## src/rtl/ecp_pkg.sv

```systemverilog
package ecp_pkg;
  localparam int PD_W  = 8;
  localparam int ARG_W = PD_W - 1;

  typedef enum logic [1:0] {
    LNK_IDLE = 2'd0,
    LNK_ACK  = 2'd1,
    LNK_CAPT = 2'd2
  } lnk_state_e;

  typedef struct packed {
    logic            is_cmd;
    logic [PD_W-1:0] val;
  } link_byte_t;
endpackage

```

## src/rtl/ecp_sync.sv

```systemverilog
module ecp_sync #(
  parameter int   STAGES  = 2,
  parameter logic RST_VAL = 1'b0
) (
  input  logic clk,
  input  logic rst_n,
  input  logic d_i,
  output logic q_o
);
  logic [STAGES-1:0] chain_q;

  genvar g;
  generate
    for (g = 0; g < STAGES; g++) begin : g_stage
      always_ff @(posedge clk or negedge rst_n) begin
        if (!rst_n) chain_q[g] <= RST_VAL;
        else if (g == 0) chain_q[g] <= d_i;
        else chain_q[g] <= chain_q[(g == 0) ? 0 : g-1];
      end
    end
  endgenerate

  assign q_o = chain_q[STAGES-1];
endmodule

```

## src/rtl/ecp_link_fsm.sv

```systemverilog
module ecp_link_fsm
  import ecp_pkg::*;
(
  input  logic            clk,
  input  logic            rst_n,
  input  logic            hclk_sync_i,
  input  logic [PD_W-1:0] pd_i,
  input  logic            host_ack_i,
  input  logic            take_i,
  output logic            periph_ack_o,
  output logic            lb_vld_o,
  output link_byte_t      lb_o
);
  lnk_state_e state_q, state_d;
  link_byte_t cap_q, cap_d;
  logic       cap_en;

  always_comb begin
    state_d = state_q;
    cap_d   = cap_q;
    cap_en  = 1'b0;
    unique case (state_q)
      LNK_IDLE: if (!hclk_sync_i) state_d = LNK_ACK;
      LNK_ACK: begin
        if (hclk_sync_i) begin
          cap_en  = 1'b1;
          cap_d   = '{is_cmd: ~host_ack_i, val: pd_i};
          state_d = LNK_CAPT;
        end
      end
      LNK_CAPT: if (take_i) state_d = LNK_IDLE;
      default: state_d = LNK_IDLE;
    endcase
  end

  always_ff @(posedge clk or negedge rst_n) begin
    if (!rst_n) state_q <= LNK_IDLE;
    else        state_q <= state_d;
  end

  always_ff @(posedge clk or negedge rst_n) begin
    if (!rst_n)      cap_q <= '0;
    else if (cap_en) cap_q <= cap_d;
  end

  assign periph_ack_o = (state_q != LNK_IDLE);
  assign lb_vld_o     = (state_q == LNK_CAPT);
  assign lb_o         = cap_q;
endmodule

```

## src/rtl/ecp_rle_expander.sv

```systemverilog
module ecp_rle_expander
  import ecp_pkg::*;
(
  input  logic             clk,
  input  logic             rst_n,
  input  logic             lb_vld_i,
  input  link_byte_t       lb_i,
  output logic             take_o,
  output logic             out_vld_o,
  input  logic             out_rdy_i,
  output logic [PD_W-1:0]  out_data_o,
  output logic [ARG_W-1:0] chan_o
);
  logic [ARG_W-1:0] run_q, run_d;
  logic [ARG_W-1:0] rep_q, rep_d;
  logic [ARG_W-1:0] chan_q, chan_d;
  logic [PD_W-1:0]  dat_q, dat_d;
  logic             vld_q, vld_d;
  logic             last_go, data_room, is_chan;

  assign last_go   = vld_q & out_rdy_i & (rep_q == '0);
  assign data_room = ~vld_q | last_go;
  assign take_o    = lb_vld_i & (lb_i.is_cmd | data_room);
  assign is_chan   = lb_i.val[PD_W-1];

  always_comb begin
    run_d  = run_q;
    rep_d  = rep_q;
    chan_d = chan_q;
    dat_d  = dat_q;
    vld_d  = vld_q;
    if (vld_q && out_rdy_i) begin
      if (rep_q == '0) vld_d = 1'b0;
      else             rep_d = rep_q - 1'b1;
    end
    if (take_o) begin
      if (lb_i.is_cmd) begin
        if (is_chan) chan_d = lb_i.val[ARG_W-1:0];
        else         run_d  = lb_i.val[ARG_W-1:0];
      end else begin
        dat_d = lb_i.val;
        vld_d = 1'b1;
        rep_d = run_q;
        run_d = '0;
      end
    end
  end

  always_ff @(posedge clk or negedge rst_n) begin
    if (!rst_n) begin
      run_q  <= '0;
      rep_q  <= '0;
      chan_q <= '0;
      dat_q  <= '0;
      vld_q  <= 1'b0;
    end else begin
      run_q  <= run_d;
      rep_q  <= rep_d;
      chan_q <= chan_d;
      dat_q  <= dat_d;
      vld_q  <= vld_d;
    end
  end

  assign out_vld_o  = vld_q;
  assign out_data_o = dat_q;
  assign chan_o     = chan_q;
endmodule

```

## src/rtl/ecp_fwd_rx.sv

```systemverilog
module ecp_fwd_rx
  import ecp_pkg::*;
#(
  parameter int SYNC_STAGES = 2
) (
  input  logic             clk,
  input  logic             rst_n,
  input  logic [PD_W-1:0]  pd_i,
  input  logic             host_ack_i,
  input  logic             host_clk_i,
  output logic             periph_ack_o,
  output logic             out_vld_o,
  input  logic             out_rdy_i,
  output logic [PD_W-1:0]  out_data_o,
  output logic [ARG_W-1:0] chan_o
);
  logic       rst_sync_n;
  logic       hclk_sync;
  logic       lb_vld;
  logic       take;
  link_byte_t lb;

  ecp_sync #(.STAGES(2), .RST_VAL(1'b0)) u_rst_sync (
    .clk(clk), .rst_n(rst_n), .d_i(1'b1), .q_o(rst_sync_n)
  );

  ecp_sync #(.STAGES(SYNC_STAGES), .RST_VAL(1'b1)) u_hclk_sync (
    .clk(clk), .rst_n(rst_sync_n), .d_i(host_clk_i), .q_o(hclk_sync)
  );

  ecp_link_fsm u_link (
    .clk(clk), .rst_n(rst_sync_n), .hclk_sync_i(hclk_sync),
    .pd_i(pd_i), .host_ack_i(host_ack_i), .take_i(take),
    .periph_ack_o(periph_ack_o), .lb_vld_o(lb_vld), .lb_o(lb)
  );

  ecp_rle_expander u_rle (
    .clk(clk), .rst_n(rst_sync_n), .lb_vld_i(lb_vld), .lb_i(lb),
    .take_o(take), .out_vld_o(out_vld_o), .out_rdy_i(out_rdy_i),
    .out_data_o(out_data_o), .chan_o(chan_o)
  );
endmodule

```

## config.mk

```make
export PLATFORM = sky130hd
export DESIGN_NAME = ecp_fwd_rx
export DESIGN_NICKNAME = d
export VERILOG_FILES = /design/src/rtl/ecp_pkg.sv /design/src/rtl/ecp_sync.sv /design/src/rtl/ecp_link_fsm.sv /design/src/rtl/ecp_rle_expander.sv /design/src/rtl/ecp_fwd_rx.sv
export SDC_FILE = /design/constraint.sdc
export NUM_CORES = 1
export LEC_CHECK = 0
export BUFFER_PORTS_ARGS = -buffer_cell sky130_fd_sc_hd__buf_2
export CAP_MARGIN = 20
export CORE_MARGIN = 3
export CORE_UTILIZATION = 50
export DETAILED_ROUTE_END_ITERATION = 16
export GPL_TIMING_DRIVEN = 0
export PLACE_DENSITY_LB_ADDON = 0.12
export SLEW_MARGIN = 25
export SYNTH_ARGS = -nofsm -noshare
export SYNTH_HDL_FRONTEND = slang
export SYNTH_SLANG_ARGS = --single-unit
```

## constraint.sdc

```tcl
create_clock -name clk -period 2 [get_ports clk]
set_clock_uncertainty 0.05 [all_clocks]
set_input_delay 0.2 -clock clk [delete_from_list [all_inputs] [get_ports clk]]
set_output_delay 0.2 -clock clk [all_outputs]
set_load 0.01 [all_outputs]
```

-- Word-level counts from Yosys, hierarchy flattened
Index checks and enable logic that the tools add are counted.
- flip-flop bits (word level): 45
- eq/ne operators: 6
- bitwise logic cells: 8
- reductions and logical operators: 9
- multiplexer cells: 16
- $add $sub $neg: 1
- operators by type and width (cell ; count):
    7-bit two-way mux ; 6
    3-bit AND reduction ; 3
    2-bit != test, second input constant ; 4
    7-bit logical NOT ; 1
    7-bit by 1-bit subtractor with 7-bit output, second input constant ; 1
    1-bit two-way mux ; 6
    2-bit two-way mux ; 3
    2-bit case mux with 3 select lines ; 1
    2-bit AND reduction ; 2
    1-bit AND ; 3
    1-bit inverter ; 3
    2-bit by 1-bit equality test with 1-bit output, second input constant ; 1
    2-bit equality test, second input constant ; 1
    2-bit logical NOT ; 1
    1-bit OR ; 2
    2-bit nonzero test ; 1
    1-bit logical AND ; 1

-- Longest topological paths before layout
Gate-level depths: netlist (run 1).
- depth after elaboration: 7
- gate-level depth with buffers: 7

-- Cells and area by module
Synthesis (run 1) repeated with hierarchy kept, for this count alone.
- cells, all modules: 153
- area total of the unflattened synthesis: 2074.5 µm²
- by module, submodules not included (module ; cells an instance ; area each (µm²) ; instances):
    ecp_rle_expander ; 120 ; 1500.2 ; 1
    ecp_link_fsm ; 28 ; 467.9 ; 1
    ecp_sync (u_hclk_sync) ; 2 ; 52.6 ; 1
    ecp_sync (u_rst_sync) ; 2 ; 50.0 ; 1
    ecp_fwd_rx ; 1 ; 3.8 ; 1

-- Worst setup path before layout (run 1)
OpenSTA, ideal clock, no wires.
- path type: reg2reg
- start: register u_rle.rep_q[0]
- end: register u_rle.dat_q[4] (netlist: u_rle.out_data_o[4])
- path buffers: 1
- path slack: -0.211 ns
- cell stages (with the launch flop): 8
- period minus slack after synthesis: 2.211 ns
- data required time: 1.825 ns
- library setup time: 0.125 ns
- arrival: 2.036 ns
- cell sequence: dfrtp_1 -> inv_1 -> ha_1 -> or4b_4 -> o41ai_4 -> and2_1 -> buf_6 -> mux2_4
- longest elaborated chain between the ends: 6
- RTL lines (element ; RTL line ; text):
    from (decl) ; ecp_rle_expander.sv:15 ; logic [ARG_W-1:0] rep_q, rep_d;
    from (signal assigned) ; ecp_rle_expander.sv:58 ; rep_q <= rep_d;
    7-bit logical NOT ; ecp_rle_expander.sv:21 ; assign last_go = vld_q & out_rdy_i & (rep_q == '0);
    1-bit AND ; ecp_rle_expander.sv:21 ;
    1-bit OR ; ecp_rle_expander.sv:22 ; assign data_room = ~vld_q | last_go;
    1-bit OR ; ecp_rle_expander.sv:23 ; assign take_o = lb_vld_i & (lb_i.is_cmd | data_room);
    1-bit AND ; ecp_rle_expander.sv:23 ;
    2-bit AND reduction (no line) ; -- ;
    to (signal assigned) ; ecp_rle_expander.sv:60 ; dat_q <= dat_d;
    to (decl) ; ecp_rle_expander.sv:17 ; logic [PD_W-1:0] dat_q, dat_d;
No other way between the ends.
A chain may end at the register's enable or synchronous reset.

-- Worst setup path after layout (run 1)
- start: register u_rle.rep_q[0]
- end: register u_rle.dat_q[6] (netlist: u_rle.out_data_o[6])
The elaborated chain is that of the path after synthesis.

==> flow_summary.json, run 1 <==
{
  "outcome": "finished, violations left",
  "failed_checks": "negative setup slack",
  "firstDrtPassIters": 4,
  "reg2reg_depth": 8,
  "endpoint_kind": "register",
  "route.detailed.drc": 0,
  "clockBufferDepth": 2,
  "r2r_end": "u_rle.out_data_o[6]",
  "power_mw": 3.56,
  "gp_congestion": 0.807,
  "clk-insertion-delay-late_ps": 300,
  "netSwitchingPower_mw": 1.15,
  "worstHoldStart": "host_ack_i",
  "path_clk_slew_ps": 80,
  "synth-seq-area-share": 0.602,
  "wire_per_inst_um": 16.0,
  "timing.fmax_mhz": 467,
  "leakagePower_nw": 1.13,
  "h-tree-depth": 2,
  "whs_ps": 45.3,
  "cp-start-kind": "register",
  "finalHoldViolations": 0,
  "rr_startpoint": "u_rle.rep_q[0]",
  "cts_num_sinks": 45,
  "switching_share": 0.322,
  "grt_pass1_vias": 1338,
  "ys_ff_latch": 45,
  "cts_tree": "yes",
  "min_period_over_period": 1.07,
  "hpwl_mm": 2.45,
  "worstHoldPathType": "in -> reg",
  "layout_commonest_cell": "dfrtp_1",
  "p_clk_frac": 0.196,
  "internal_power_mw": 2.42,
  "die_y_um": 67.2,
  "num_vias": 1231,
  "cts_root_buf": "clkbuf_8",
  "setup_violations": 21,
  "overflow": 0,
  "synth.cell_area_sq_um": 1870,
  "viasPerCell": 5.38,
  "ys_types": 36,
  "worst_slack_ps": -144,
  "relSlewSlack": 0.540,
  "worst_ep_arrival_time_ps": 2270,
  "rows": 21,
  "synth_warnings": 0,
  "rrSetupSlack_ps": -140,
  "p_comb_frac": 0.343,
  "port_buffers": 29,
  "grt_use_total": 0.188,
  "synth.net_count": 148,
  "ios": 30,
  "die_area_sq_um": 4520,
  "initial_core_util": 0.540,
  "min_path_cells": 2,
  "worst_pin_slew_ps": 688,
  "grt_max_degree": 31,
  "syn_inst": 133,
  "criticalPathCategory": "reg -> reg",
  "grt_pass1_wl_mm": 6.23,
  "postRouteWirelength_mm": 3.66,
  "timing.setup.tns_ps": -1580,
  "critPathRequiredTime_ps": 2130,
  "avgSynthCellArea_sq_um": 14.1,
  "p_seq_frac": 0.461,
  "drt_iter0_drc": 51,
  "final_cell_mix": "dfrtp_1, buf_2, mux2_2, a22o_1, buf_4",
  "layout-drive-gt1-share": 0.514,
  "dp.cells": 209,
  "coreArea_sq_um": 3470,
  "n_fill_cell": 250,
  "instances_no_fill": 229,
  "power.density_nw_per_um2": 1500,
  "antenna_cells": 0,
  "rsz0062_at_grt": "true",
  "peakVddDrop_mv": 0.811,
  "holdPathEnd": "u_link.lb_o[8]",
  "antenna_left": 0,
  "nets": 197,
  "cap_violations": 0,
  "die_x_um": 67.2,
  "antenna_found_initial": 0,
  "finalCriticalPeriod_ps": 2140,
  "syn_to_final_growth_pct": 27.2,
  "pre_cts_ws_ps": -344,
  "slew_viol_final": 0,
  "crit_fanout": 5,
  "numCtsBuffers": 5
}
## state kept, by name, indices dropped and copies added (netlist names)
register             count
u_hclk_sync.chain_q      1
u_hclk_sync.q_o          1
u_link.lb_o              9
u_link.state_q           2
u_rle.chan_o             7
u_rle.out_data_o         8
u_rle.out_vld_o          1
u_rle.rep_q              7
u_rle.run_q              7
u_rst_sync.chain_q       1
u_rst_sync.q_o           1
## synth_stat cells, drive strengths merged
master / count / area, sq um
dfrtp: 43 / 1080
mux2: 26 / 300
a22o: 9 / 80.1
o21ai: 6 / 30.0
nand2: 5 / 26.3
nor2: 5 / 18.8
inv: 3 / 11.3
nand3: 3 / 15.0
and2: 2 / 12.5
clkbuf: 2 / 7.51
dfstp: 2 / 52.6
ha: 2 / 25.0
o31ai: 2 / 15.0
or2: 2 / 12.5
or4: 2 / 17.5
xnor2: 2 / 17.5
xor2: 2 / 17.5
a21oi: 1 / 5.00
a31oi: 1 / 6.26
buf: 1 / 11.3
conb: 1 / 3.75
mux2i: 1 / 10.0
nand2b: 1 / 6.26
nand3b: 1 / 7.51
nand4b: 1 / 8.76
nor3: 1 / 5.00
nor4: 1 / 6.26
o311a: 1 / 11.3
o41ai: 1 / 27.5
or3: 1 / 7.51
or3b: 1 / 8.76
or4b: 1 / 13.8
## stage by stage
stage	util	cell area (sq um)
2_1_floorplan	-	1870
3_3_place_gp	0.599	2080
3_5_place_dp	0.605	2100
4_1_cts	0.683	2370
5_1_grt	0.687	2380
6_report	0.687	2380
## power by group through the flow
stage                     sequential, mW  combinational, mW  clock, mW
after floorplan                     1.64              0.649          0
after global placement              1.62              0.949          0
after detailed placement            1.64               1.01          0
after CTS                           1.63               1.20      0.713
after global routing                1.70               1.34      0.762
final                               1.64               1.22      0.697
## critical path, stage by stage (launching register included)
cell	delay, ps
dfrtp_1	390
inv_2	80
ha_4	120
or4b_4	470
o41ai_4	240
buf_6	160
buf_12	110
nand2_8	60
mux2_4	330
## how the worst max path moves through the flow
stage | startpoint | endpoint | slack (ps)
finish | u_rle.rep_q[0] | u_rle.out_data_o[6] | -140
CTS | u_rle.rep_q[1] | u_rle.out_data_o[4] | -250
detailed placement | u_rle.rep_q[0] | u_rle.out_data_o[4] | -340
floorplan | u_rle.rep_q[0] | u_rle.out_data_o[4] | -210
global placement | u_rle.rep_q[0] | u_rle.out_data_o[5] | -330
global route | u_rle.rep_q[1] | u_rle.out_data_o[6] | -200
## final cells by class
| cell class | count | area, sq um | share of cell area |
|---|---|---|---|
| well taps | 46 | 57.6 | 0.0241 |
| flip-flops and latches | 45 | 1130 | 0.474 |
| clock inverters | 1 | 30.0 | 0.0126 |
| clock buffers | 7 | 86.3 | 0.0362 |
| repair buffers | 42 | 280 | 0.118 |
| inverters | 3 | 11.3 | 0.00472 |
| multi-input cells | 83 | 781 | 0.328 |
| plain buffers | 2 | 7.51 | 0.00315 |
## metal layers
metal	vias up	track usage	part of all wire
li1	580	-	-
met1	617	0.239	0.45
met2	25	0.309	0.49
met3	9	0.0483	0.039
met4	0	0.0709	0.021
met5	-	0	0
## repair_timing
| action | 4_1_cts | 5_1_grt |
|---|---|---|
| hold buffers | 2 | 0 |
| gates cloned | 1 | 0 |
| pin swaps | 2 | 2 |
| setup endpoints to repair | 22 | 23 |
| buffers inserted | 9 | 1 |
| gates resized for setup | 10 | 5 |
| endpoints found under the hold margin | 3 | 0 |
## cells by family after synthesis
group / Yosys count / synth area share
other: 1 / 0.00200
DFF: 45 / 0.602
and+or+nand+nor: 27 / 0.0888
AOI/OAI and AO/OA: 21 / 0.0935
buffers and inverters: 6 / 0.0160
muxes: 27 / 0.166
xor gates and xnor gates: 4 / 0.0187
adders and majority gates: 2 / 0.0133
Note: power is estimated with default switching activity, not from simulation.
==> run 2: changes to the inputs <==
--- a/config.mk
+++ b/config.mk
@@ -5,13 +5,16 @@
 export SDC_FILE = /design/constraint.sdc
 export NUM_CORES = 1
 export LEC_CHECK = 0
+export ABC_CLOCK_PERIOD_IN_PS = 2000
 export BUFFER_PORTS_ARGS = -buffer_cell sky130_fd_sc_hd__buf_2
 export CAP_MARGIN = 20
 export CORE_MARGIN = 3
 export CORE_UTILIZATION = 50
+export CTS_CLUSTER_DIAMETER = 100
 export DETAILED_ROUTE_END_ITERATION = 16
 export GPL_TIMING_DRIVEN = 0
 export PLACE_DENSITY_LB_ADDON = 0.12
+export REMOVE_ABC_BUFFERS = 1
 export SLEW_MARGIN = 25
 export SYNTH_ARGS = -nofsm -noshare
 export SYNTH_HDL_FRONTEND = slang
==> flow_summary.json, run 2 (synthesis results as in run 1) <==
{
  "outcome": "finished, violations left",
  "failed_checks": "negative setup slack",
  "criticalPathCategory": "reg -> reg",
  "finalCriticalPeriod_ps": 2200,
  "peakVddDrop_mv": 0.948,
  "antenna_cells": 0,
  "numCtsBuffers": 5,
  "final_cell_area_sq_um": 2340,
  "overflow": 0,
  "cts_tree": "yes",
  "clk-insertion-delay-late_ps": 290,
  "max_stage_delay_ps": 490,
  "cp-start-kind": "register",
  "regArea_sq_um": 1130,
  "layout_commonest_cell": "dfrtp_1",
  "grt_pass1_vias": 1198,
  "num_vias": 1243,
  "hpwl_mm": 2.47,
  "syn_to_final_growth_pct": 24.8,
  "ios": 30,
  "nets": 197,
  "antenna_found_initial": 0,
  "finalHoldViolations": 0,
  "worst_pin_slew_ps": 717,
  "path_cells": "inv_2 -> ha_4 -> or4b_4 -> o41ai_4 -> buf_4 -> and2_4 -> mux2_4",
  "largest_register_ffs": 9,
  "die_area_sq_um": 4520,
  "initial_core_util": 0.540,
  "clockBufferDepth": 2,
  "grt_max_degree": 27,
  "crit_fanout": 4,
  "postRouteWirelength_mm": 3.96,
  "cts_root_buf": "clkbuf_8",
  "h-tree-depth": 2,
  "worst_slack_ps": -198,
  "relSlewSlack": 0.520,
  "path_clk_slew_ps": 80,
  "pre_cts_ws_ps": -430,
  "dpl-instance-area_sq_um": 2080,
  "path_buf_inv": 2,
  "slew_viol_final": 0,
  "endpoint_kind": "register",
  "coreArea_sq_um": 3470,
  "rsz0062_at_grt": "true",
  "layout-drive-gt1-share": 0.514,
  "antenna_left": 0,
  "timing.setup.tns_ps": -2970,
  "die_x_um": 67.2,
  "route.detailed.drc": 0,
  "critPathTopFamily": "simple AND/OR/NAND/NOR gates",
  "critPathRequiredTime_ps": 2130,
  "cap_violations": 0,
  "firstDrtPassIters": 6,
  "final_cell_mix": "dfrtp_1, buf_2, mux2_2, buf_4, a22o_1",
  "drt_iter0_drc": 75,
  "cts_num_sinks": 45,
  "setup_violations": 22,
  "worst_ep_arrival_time_ps": 2330,
  "multi_input_area_sq_um": 773,
  "grt_use_total": 0.196,
  "leakagePower_nw": 1.12,
  "cp_slowest_cell": "or4b_4",
  "gp_congestion": 0.737,
  "timing.fmax_mhz": 455,
  "viasPerCell": 5.43,
  "port_buffers": 29,
  "n_fill_cell": 262,
  "worstHoldPathType": "in -> reg",
  "rows": 21,
  "die_y_um": 67.2,
  "min_period_over_period": 1.10,
  "power.density_nw_per_um2": 1470,
  "grt_pass1_wl_mm": 6.24,
  "wire_per_inst_um": 17.3
}
==> run 2: what timing repair did <==
item | CTS | global route
hold endpoints to repair | 3 | 0
pin swaps | 1 | 3
buffers inserted | 9 | 3
cloned | 1 | 0
setup endpoints to repair | 22 | 24
resized for setup | 12 | 3
hold buffers | 2 | 0
==> run 2: area by class of cell <==
cell class,instances,area share
inverters,3,0.00481
well taps,46,0.0246
clock inverters,1,0.00374
flip-flops and latches,45,0.483
clock buffers,7,0.0326
multi-input cells,83,0.330
repair buffers,44,0.121
==> run 2: final timing paths <==
path,from,endpoint,slack (ps),depth (start not counted)
setup / recovery,u_rle.rep_q[1],u_rle.out_data_o[4],-200,7
hold / removal,host_ack_i,u_link.lb_o[8],50,2
setup reg to reg,u_rle.rep_q[1],u_rle.out_data_o[4],-200,7
hold reg to reg,u_rst_sync.q_o,u_link.lb_o[6],150,0
max in group asynchronous,u_rst_sync.q_o,u_hclk_sync.q_o,1200,1
min in group asynchronous,u_rst_sync.q_o,u_link.lb_o[6],150,0
==> run 2: routing by layer <==
metal,global-route usage,vias to the layer above,share of wire
met1,0.265,626,0.43
met2,0.309,31,0.52
met3,0.0499,5,0.036
met5,0,-,0
met4,0.0608,0,0.011
li1,-,581,-
==> run 2: power by group <==
part | switching, mW | internal [mW] | total, mW | leakage, nW
Clock | 0.289 | 0.250 | 0.539 | 0.0424
Combinational | 0.535 | 0.707 | 1.24 | 0.527
Sequential | 0.353 | 1.30 | 1.65 | 0.548
Total | 1.18 | 2.26 | 3.43 | 1.12
==> run 2: stage by stage <==
step / hold WS, ps / std cells / util / total power [mW]
floorplan: -146 / 130 / - / 2.28
global placement: -66.3 / 205 / 0.593 / 2.57
detailed placement: -64.7 / 206 / 0.600 / 2.65
CTS: 42.4 / 226 / 0.662 / 3.37
global route: 56.4 / 229 / 0.675 / 3.66
finish: 54.4 / 229 / 0.675 / 3.43
==> run 3: changes to the inputs <==
--- a/config.mk
+++ b/config.mk
@@ -9,7 +9,7 @@
 export BUFFER_PORTS_ARGS = -buffer_cell sky130_fd_sc_hd__buf_2
 export CAP_MARGIN = 20
 export CORE_MARGIN = 3
-export CORE_UTILIZATION = 50
+export CORE_UTILIZATION = 45
 export CTS_CLUSTER_DIAMETER = 100
 export DETAILED_ROUTE_END_ITERATION = 16
 export GPL_TIMING_DRIVEN = 0
==> flow_summary.json, run 3 (synthesis results as in run 1) <==
{
  "p_clk_frac": 0.171,
  "worstHoldPathType": "in -> reg",
  "antenna_cells": 0,
  "layout_commonest_cell": "dfrtp_1",
  "crit_start": "u_rle.rep_q[0]",
  "drt_iter0_drc": 67,
  "gp_congestion": 0.728,
  "p_seq_frac": 0.473,
  "power.density_nw_per_um2": 1480,
  "port_buffers": 29,
  "cp-endpoint": "u_rle.rep_q[2]",
  "clk-insertion-delay-late_ps": 300,
  "rsz0062_at_grt": "true",
  "grt_pass1_vias": 1299,
  "internal_power_mw": 2.33,
  "antenna_left": 0,
  "netSwitchingPower_mw": 1.16,
  "nets": 197,
  "route.detailed.drc": 0,
  "worst_slack_ps": -170,
  "cp-start-kind": "register",
  "outcome": "finished, violations left",
  "cts_tree": "yes",
  "pre_cts_ws_ps": -425,
  "rows": 22,
  "h-tree-depth": 2,
  "setup_violations": 21,
  "endpoint_kind": "register",
  "grt_pass1_wl_mm": 6.30,
  "power_mw": 3.49,
  "rrSetupSlack_ps": -170,
  "p_comb_frac": 0.356,
  "antenna_found_initial": 0,
  "wire_per_inst_um": 16.7,
  "cap_violations": 0,
  "leakagePower_nw": 1.13,
  "reg2reg_depth": 8,
  "timing.fmax_mhz": 461,
  "grt_use_total": 0.162,
  "criticalPathCategory": "reg -> reg",
  "postRouteWirelength_mm": 3.85,
  "path_buf_inv": 3,
  "final_cell_area_sq_um": 2360,
  "cp.depth": 8,
  "rr_startpoint": "u_rle.rep_q[0]",
  "initial_core_util": 0.490,
  "r2r_end": "u_rle.rep_q[2]",
  "critPathRequiredTime_ps": 2130,
  "firstDrtPassIters": 4,
  "finalCriticalPeriod_ps": 2170,
  "whs_ps": 45.3,
  "worst_pin_slew_ps": 646,
  "switching_share": 0.332,
  "dpl-instance-area_sq_um": 2090,
  "slew_viol_final": 0,
  "critPathTopFamily": "simple AND/OR/NAND/NOR gates",
  "failed_checks": "negative setup slack",
  "num_vias": 1241,
  "cp_slowest_cell": "or4b_4",
  "syn_to_final_growth_pct": 26.0,
  "die_area_sq_um": 4980,
  "overflow": 0,
  "grt_max_degree": 25,
  "path_cells": "inv_2 -> ha_4 -> or4b_4 -> o41ai_4 -> buf_4 -> buf_6 -> nand2_8 -> mux2_4",
  "largest_register_ffs": 9,
  "relSlewSlack": 0.567,
  "worst_ep_arrival_time_ps": 2300,
  "viasPerCell": 5.37,
  "hpwl_mm": 2.57,
  "ios": 30,
  "cts_num_sinks": 45,
  "numCtsBuffers": 5,
  "clockBufferDepth": 2,
  "layout-drive-gt1-share": 0.530,
  "die_y_um": 70.5,
  "final_cell_mix": "dfrtp_1, buf_2, mux2_2, buf_4, a22o_1",
  "die_x_um": 70.5,
  "peakVddDrop_mv": 0.809,
  "max_stage_delay_ps": 480,
  "fin_util": 0.617,
  "cts_root_buf": "clkbuf_8",
  "path_clk_slew_ps": 90,
  "finalHoldViolations": 0,
  "crit_fanout": 5,
  "min_period_over_period": 1.09,
  "coreArea_sq_um": 3830
}
[run 3: changes by cell type in the layout (fill, tap and decap cells not counted)]
cell / delta
buf_12: -1
clkinv_2: +1
a22o_4: -1
buf_16: +1
o21ai_1: -1
a22o_2: +1
clkbuf_8: +2
clkinv_4: -1
o21ai_2: +1
clkbuf_1: -2
[run 3: how the worst min path moves through the flow]
stage                          start               endpoint  slack, ps  cells after the start
after floorplan                rst_n  u_rst_sync.chain_q[0]       -150                      0
after global placement         rst_n         u_rst_sync.q_o        -70                      1
after detailed placement       rst_n  u_rst_sync.chain_q[0]        -60                      1
after CTS                 host_ack_i         u_link.lb_o[8]         30                      2
after global routing      host_ack_i         u_link.lb_o[8]         70                      2
final                     host_ack_i         u_link.lb_o[8]         50                      2
[run 3: per-stage QoR]
step                      setup TNS, ps  std cells
final                             -2260        231
after global routing              -3440        231
after CTS                         -4460        226
after detailed placement          -5500        208
after global placement            -5160        207
after floorplan                   -1060        130
[run 3: power by group through the flow]
stage | combinational, mW | clock (mW) | sequential, mW
after floorplan | 0.643 | 0 | 1.64
after global placement | 0.948 | 0 | 1.63
after detailed placement | 1.01 | 0 | 1.66
after CTS | 1.15 | 0.621 | 1.64
after global routing | 1.36 | 0.657 | 1.71
final | 1.24 | 0.598 | 1.65
[run 3: worst register-to-register path, cell delays in order, from the launching register on]
cell     delay (ps)
dfrtp_1         400
inv_2            80
ha_4            120
or4b_4          480
o41ai_4         210
buf_4           180
buf_6           130
nand2_8          70
mux2_4          320
[run 3: metal layers]
| layer | GRT usage | vias up | part of all wire |
|---|---|---|---|
| met5 | 0 | - | 0 |
| met4 | 0.0668 | 0 | 0.019 |
| met3 | 0.0426 | 8 | 0.047 |
| met2 | 0.270 | 32 | 0.49 |
| met1 | 0.202 | 626 | 0.44 |
| li1 | - | 575 | - |
[run 3: what timing repair did]
item                                   CTS  global route
hold buffers                             2             0
endpoints found under the hold margin    3             0
cloned                                   0             1
pin swaps                                1             2
buffers inserted                         8             4
gates resized for setup                  9             6
setup endpoints to repair               22            22
[run 3: area by class of cell]
class                   count  area (sq um)
well taps                  48          60.1
fillers                   311          1460
clock buffers               7          96.3
inverters                   3          11.3
clock inverters             1          5.00
repair buffers             44           290
flip-flops and latches     45          1130
multi-input cells          83           769
